`config.mk`:
```
export PLATFORM = sky130hd
export DESIGN_NAME = da_hash_filter
export DESIGN_NICKNAME = d
export VERILOG_FILES = /design/src/rtl/da_hash_pkg.sv /design/src/rtl/da_hash_crc.sv /design/src/rtl/da_hash_table.sv /design/src/rtl/da_hash_filter.sv
export SDC_FILE = /design/constraint.sdc
export NUM_CORES = 1
export LEC_CHECK = 0
export ABC_AREA = 1
export BUFFER_PORTS_ARGS = -buffer_cell sky130_fd_sc_hd__buf_2
export CORE_MARGIN = 2
export CORE_UTILIZATION = 45
export CTS_CLUSTER_SIZE = 8
export DETAILED_ROUTE_END_ITERATION = 12
export SETUP_SLACK_MARGIN = 0.02
export SLEW_MARGIN = 30
export SYNTH_ARGS = -nofsm -noshare
export SYNTH_HDL_FRONTEND = slang
export SYNTH_HIERARCHICAL = 1
export SYNTH_SLANG_ARGS = --single-unit
export TNS_END_PERCENT = 20
```
`constraint.sdc`:
```
create_clock -name clk -period 23.5 [get_ports clk]
set_input_delay 7.05 -clock clk [delete_from_list [all_inputs] [get_ports clk]]
set_output_delay 7.05 -clock clk [all_outputs]
set_load 0.1 [all_outputs]
```
`src/rtl/da_hash_pkg.sv`:
```
package da_hash_pkg;

  localparam int unsigned CRC_W = 32;
  localparam logic [CRC_W-1:0] CRC_GEN  = 32'h04C1_1DB7;
  localparam logic [CRC_W-1:0] CRC_SEED = 32'hFFFF_FFFF;

  // Fold one byte into the CRC, least significant bit first.
  function automatic logic [CRC_W-1:0] crc_fold_byte(input logic [CRC_W-1:0] c_in,
                                                     input logic [7:0] din);
    logic [CRC_W-1:0] c;
    logic             fb;
    c = c_in;
    for (int i = 0; i < 8; i++) begin
      fb = c[CRC_W-1] ^ din[i];
      c  = {c[CRC_W-2:0], 1'b0} ^ (fb ? CRC_GEN : '0);
    end
    return c;
  endfunction

endpackage

```
`src/rtl/da_hash_crc.sv`:
```
module da_hash_crc
  import da_hash_pkg::*;
#(
  parameter int unsigned ADDR_BYTES = 6
) (
  input  logic             clk,
  input  logic             rst_n,
  input  logic             addr_valid,
  input  logic             addr_start,
  input  logic [7:0]       addr_byte,
  output logic [CRC_W-1:0] crc_nx,
  output logic             frame_start,
  output logic             last_accept,
  output logic             grp_nx
);

  localparam int unsigned CNT_W = $clog2(ADDR_BYTES + 1);
  localparam logic [CNT_W-1:0] CNT_LAST = CNT_W'(ADDR_BYTES);

  logic [CRC_W-1:0] crc_q;
  logic [CNT_W-1:0] cnt_q, cnt_nx;
  logic             active_q, active_nx;
  logic             grp_q;
  logic             take_more, accept;

  always_comb begin
    frame_start = addr_valid && addr_start;
    take_more   = addr_valid && !addr_start && active_q;
    accept      = frame_start || take_more;
    crc_nx      = crc_fold_byte(frame_start ? CRC_SEED : crc_q, addr_byte);
    cnt_nx      = frame_start ? CNT_W'(1) : cnt_q + CNT_W'(1);
    last_accept = accept && (cnt_nx == CNT_LAST);
    grp_nx      = frame_start ? addr_byte[0] : grp_q;
    active_nx   = last_accept ? 1'b0 : (frame_start ? 1'b1 : active_q);
  end

  always_ff @(posedge clk or negedge rst_n) begin
    if (!rst_n) begin
      crc_q    <= CRC_SEED;
      cnt_q    <= '0;
      active_q <= 1'b0;
      grp_q    <= 1'b0;
    end else if (accept) begin
      crc_q    <= crc_nx;
      cnt_q    <= cnt_nx;
      active_q <= active_nx;
      grp_q    <= grp_nx;
    end
  end

endmodule

```
`src/rtl/da_hash_table.sv`:
```
module da_hash_table #(
  parameter int unsigned N_REGS = 16,
  parameter int unsigned REG_W  = 32,
  localparam int unsigned RA_W  = $clog2(N_REGS),
  localparam int unsigned BIT_W = $clog2(REG_W),
  localparam int unsigned IDX_W = RA_W - 1 + BIT_W
) (
  input  logic             clk,
  input  logic             rst_n,
  input  logic             cfg_we,
  input  logic [RA_W-1:0]  cfg_addr,
  input  logic [REG_W-1:0] cfg_wdata,
  input  logic             ext_mode,
  input  logic             grp,
  input  logic [IDX_W:0]   key,
  output logic             entry_hit
);

  logic [REG_W-1:0] regs [N_REGS];

  for (genvar g = 0; g < N_REGS; g++) begin : g_reg
    logic [REG_W-1:0] q;
    logic             wr;
    assign wr = cfg_we && (cfg_addr == RA_W'(g));
    always_ff @(posedge clk or negedge rst_n) begin
      if (!rst_n)  q <= '0;
      else if (wr) q <= cfg_wdata;
    end
    assign regs[g] = q;
  end

  logic             bank;
  logic [IDX_W-1:0] low;
  logic [RA_W-1:0]  rsel;
  logic [BIT_W-1:0] bsel;
  logic [REG_W-1:0] row;

  always_comb begin
    bank      = ext_mode ? key[IDX_W] : grp;
    low       = ext_mode ? key[IDX_W-1:0] : key[IDX_W:1];
    rsel      = {bank, low[IDX_W-1:BIT_W]};
    bsel      = BIT_W'(REG_W - 1) - low[BIT_W-1:0];
    row       = regs[rsel];
    entry_hit = row[bsel] && !(ext_mode && !grp);
  end

endmodule

```
`src/rtl/da_hash_filter.sv`:
```
module da_hash_filter
  import da_hash_pkg::*;
#(
  parameter int unsigned ADDR_BYTES = 6,
  parameter int unsigned N_REGS     = 16,
  parameter int unsigned REG_W      = 32
) (
  input  logic                      clk,
  input  logic                      rst_n,
  input  logic                      cfg_we,
  input  logic [$clog2(N_REGS)-1:0] cfg_addr,
  input  logic [REG_W-1:0]          cfg_wdata,
  input  logic                      ext_mode,
  input  logic                      addr_valid,
  input  logic                      addr_start,
  input  logic [7:0]                addr_byte,
  output logic                      hit,
  output logic                      done,
  output logic                      is_group
);

  localparam int unsigned IDX_W = $clog2(N_REGS) - 1 + $clog2(REG_W);

  // Asynchronous assert, synchronous release.
  logic [1:0] rst_sync_q;
  logic       rst_n_int;
  always_ff @(posedge clk or negedge rst_n) begin
    if (!rst_n) rst_sync_q <= 2'b00;
    else        rst_sync_q <= {rst_sync_q[0], 1'b1};
  end
  assign rst_n_int = rst_sync_q[1];

  logic [CRC_W-1:0] crc_nx;
  logic             frame_start, last_accept, grp_nx, entry_hit;

  da_hash_crc #(.ADDR_BYTES(ADDR_BYTES)) u_crc (
    .clk         (clk),
    .rst_n       (rst_n_int),
    .addr_valid  (addr_valid),
    .addr_start  (addr_start),
    .addr_byte   (addr_byte),
    .crc_nx      (crc_nx),
    .frame_start (frame_start),
    .last_accept (last_accept),
    .grp_nx      (grp_nx)
  );

  logic [CRC_W-1-IDX_W-1:0] crc_unused;
  assign crc_unused = crc_nx[CRC_W-IDX_W-2:0];

  da_hash_table #(.N_REGS(N_REGS), .REG_W(REG_W)) u_tbl (
    .clk       (clk),
    .rst_n     (rst_n_int),
    .cfg_we    (cfg_we),
    .cfg_addr  (cfg_addr),
    .cfg_wdata (cfg_wdata),
    .ext_mode  (ext_mode),
    .grp       (grp_nx),
    .key       (crc_nx[CRC_W-1 -: IDX_W+1]),
    .entry_hit (entry_hit)
  );

  logic hit_d, done_d, grp_d, res_en;

  always_comb begin
    res_en = frame_start || last_accept;
    hit_d  = last_accept && entry_hit;
    done_d = last_accept;
    grp_d  = last_accept ? grp_nx : is_group;
  end

  always_ff @(posedge clk or negedge rst_n_int) begin
    if (!rst_n_int) begin
      hit      <= 1'b0;
      done     <= 1'b0;
      is_group <= 1'b0;
    end else if (res_en) begin
      hit      <= hit_d;
      done     <= done_d;
      is_group <= grp_d;
    end
  end

endmodule

```
==> flow_metrics.py <==
metrics = {
    "status": {
        "status": "complete, no violations",
    },
    "job": {
        "drv_cap": 0,
    },
    "timing": {
        "finalClockSkew_ns": 0.0190,
        "slew_violations": 0,
        "worst_slew_pin_slew_ns": 1.02,
        "setup_viol": 0,
        "timing_hold_violations_final": 0,
        "period_share_pct": 48.9,
        "fmax_ghz": 0.0871,
        "fin_crit_ns": 11.48,
        "maxSlewHeadroom_pct": 31.7,
        "worst_slack_ns": 12.02,
        "whs_ns": 0.300,
        "tns_ns": 0,
        "grt_setup_unrepaired": "false",
    },
    "setup_path": {
        "worstPathRequired_ns": 23.98,
        "critPathLaunch": "addr_start",
        "worstSetupPathType": "in2reg",
        "critical_path.slowest_cell": "buf_4",
        "arrival_ns": 11.96,
        "crit_top_cell": "nand3_1",
        "crit_fanout": 105,
        "crit_chain": "buf_2, nand2_2, inv_2, nor2_1, xor2_1, xnor2_1, nand2_4, nand2_8, buf_16, buf_4, nand2_1, o211ai_1, nand3_1, nand3_1, nand3_1, nand3_1, nand3_1, nand3_1, nand2_1, nor2_1, nor2_1, nand2_1, nand2_1",
        "cp_slowest_stage_delay_ns": 0.82,
        "worst_setup_path_start_kind": "input pin",
        "r2r_start": "u_crc/crc_q[30]",
        "cp-end-kind": "flop",
    },
    "yosys": {
        "netlist_area_mm2": 0.0273,
        "syn-num-nets": 3601,
        "syn_area_per_cell_um2": 7.70,
        "yosysWarnings": 6,
        "syn_inst": 3550,
    },
    "floorplanning": {
        "die-area_mm2": 0.0628,
        "pin_count": 53,
        "core_area_mm2": 0.0602,
        "die_x_um": 251,
        "start_util_pct": 45.4,
        "die_h_um": 251,
        "row_count": 90,
    },
    "drt": {
        "drt_iter0_drc": 2011,
        "wl_mm": 79.1,
        "avgRoutedWirePerCell_um": 18.5,
        "dr.pass1.iters": 5,
        "via_count": 22739,
        "postRouteAntennaNets": 0,
        "drc_errors": 0,
        "via_per_inst": 5.31,
    },
    "global_route": {
        "first_global_vias": 21729,
        "grt_overflow_total": 0,
        "grt_pass1_wl_mm": 126,
        "grt_max_degree": 160,
        "antenna_found_initial": 0,
        "grt_usage_pct": 25.6,
    },
    "clock_network": {
        "holdBufCountCts": 0,
        "cts.sinks": 554,
        "cts_buffers": 79,
        "postCtsSetupRepairBufs": 0,
        "cts_tree": "done",
        "cts-resized-gates": 0,
        "path_clk_slew_ns": 0.05,
        "root_buffer": "clkbuf_16",
        "insertion_delay_ns": 0.61,
        "h-tree-depth": 3,
        "clk_path_buf_depth": 3,
    },
    "power": {
        "switchingPower_uw": 1900,
        "combPwrFrac_pct": 46.3,
        "p_per_area_mw_per_mm2": 143,
        "p_sw_share_pct": 44.1,
        "clkPwrFrac_pct": 23.7,
        "seqPwrFrac_pct": 30.0,
        "peakVddDrop_v": 0.000140,
        "p_int_uw": 2410,
        "leakage_uw": 0.0149,
    },
    "worst_hold_path": {
        "hold_class": "reg2async",
    },
    "finish": {
        "drive_gt1_share_pct": 8.83,
        "fin_nets": 3533,
        "synthToLayoutAreaGrowth_pct": 10.4,
        "nFillCells": 5957,
        "antenna_cells": 0,
    },
    "place": {
        "io_buffers": 52,
        "pre_cts_slack_ns": 11.37,
        "gp_congestion": 0.808,
        "post-dp-hpwl_mm": 41.2,
    },
}
==> through the flow <==
step | std cells | instance area, um^2 | utilization, % | power, uW
4_1_cts | 4278 | 30100 | 49.9 | 4330
5_1_grt | 4283 | 30200 | 50.1 | 4660
3_3_place_gp | 4178 | 27900 | 46.4 | 3270
2_1_floorplan | 3550 | 27300 | - | 2780
6_report | 4283 | 30200 | 50.1 | 4320
3_5_place_dp | 4178 | 27900 | 46.4 | 3290
==> critical path, delay by kind of cell <==
family | cells | cell delay, ns
AO/OA/AOI/OAI | 1 | 0.13
XOR/XNOR | 2 | 0.59
buffers and inverters | 4 | 1.82
AND/OR/NAND/NOR | 16 | 2.26
==> state kept, by name (all words and copies together), names as in the netlist <==
name            flops
is_group            1
u_crc/active_q      1
u_crc/cnt_q         3
rst_sync_q          2
hit                 1
u_tbl/g.q         512
done                1
u_crc/grp_q         1
u_crc/crc_q        32
==> cell usage in the layout (no fill, tap or decap), types with 26 or more instances in the layout <==
master / count
dfstp_2: 32
nand3_1: 385
dfrtp_1: 521
o211ai_1: 47
o21ai_0: 592
xor2_1: 26
nor2_1: 82
nand2_1: 1167
buf_2: 52
clkbuf_16: 82
nand2_2: 37
buf_4: 36
inv_1: 336
==> power by group through the flow <==
stage	clock network [uW]	logic [uW]	registers [uW]
floorplan	0	1470	1300
global placement	0	1970	1300
detailed placement	0	1980	1310
CTS	1050	1990	1290
global route	1090	2250	1320
finish	1020	2000	1300
==> final timing paths <==
kind | end | slack (ns) | cells past startpoint
worst max-delay path | hit | 12.02 | 23
worst min-delay path | u_tbl/g_reg[1].q[20] | 0.30 | 0
worst max register to register | hit | 18.58 | 24
worst min register to register | u_tbl/g_reg[1].q[20] | 0.30 | 0
max in group asynchronous | rst_sync_q[1] | 17.17 | 1
min in group clk | rst_sync_q[1] | 0.35 | 0
==> cell type report <==
class	instances	area (um^2)	area share, %
well taps	782	978	3.24
repair buffers	96	683	2.26
multi-input cells	2406	11200	37.0
flip-flops and latches	554	13900	46.1
clock inverters	4	41.3	0.137
clock buffers	96	2100	6.97
inverters	345	1300	4.30
==> routing by layer <==
metal	GRT usage, %	routed length [um]	share of wire, %
met5	0	0	0
met1	36.5	36900	47
met3	3.31	3900	4.9
met2	41.5	36500	46
met4	6.79	1720	2.2
Note: power is estimated with default switching activity, not from simulation.
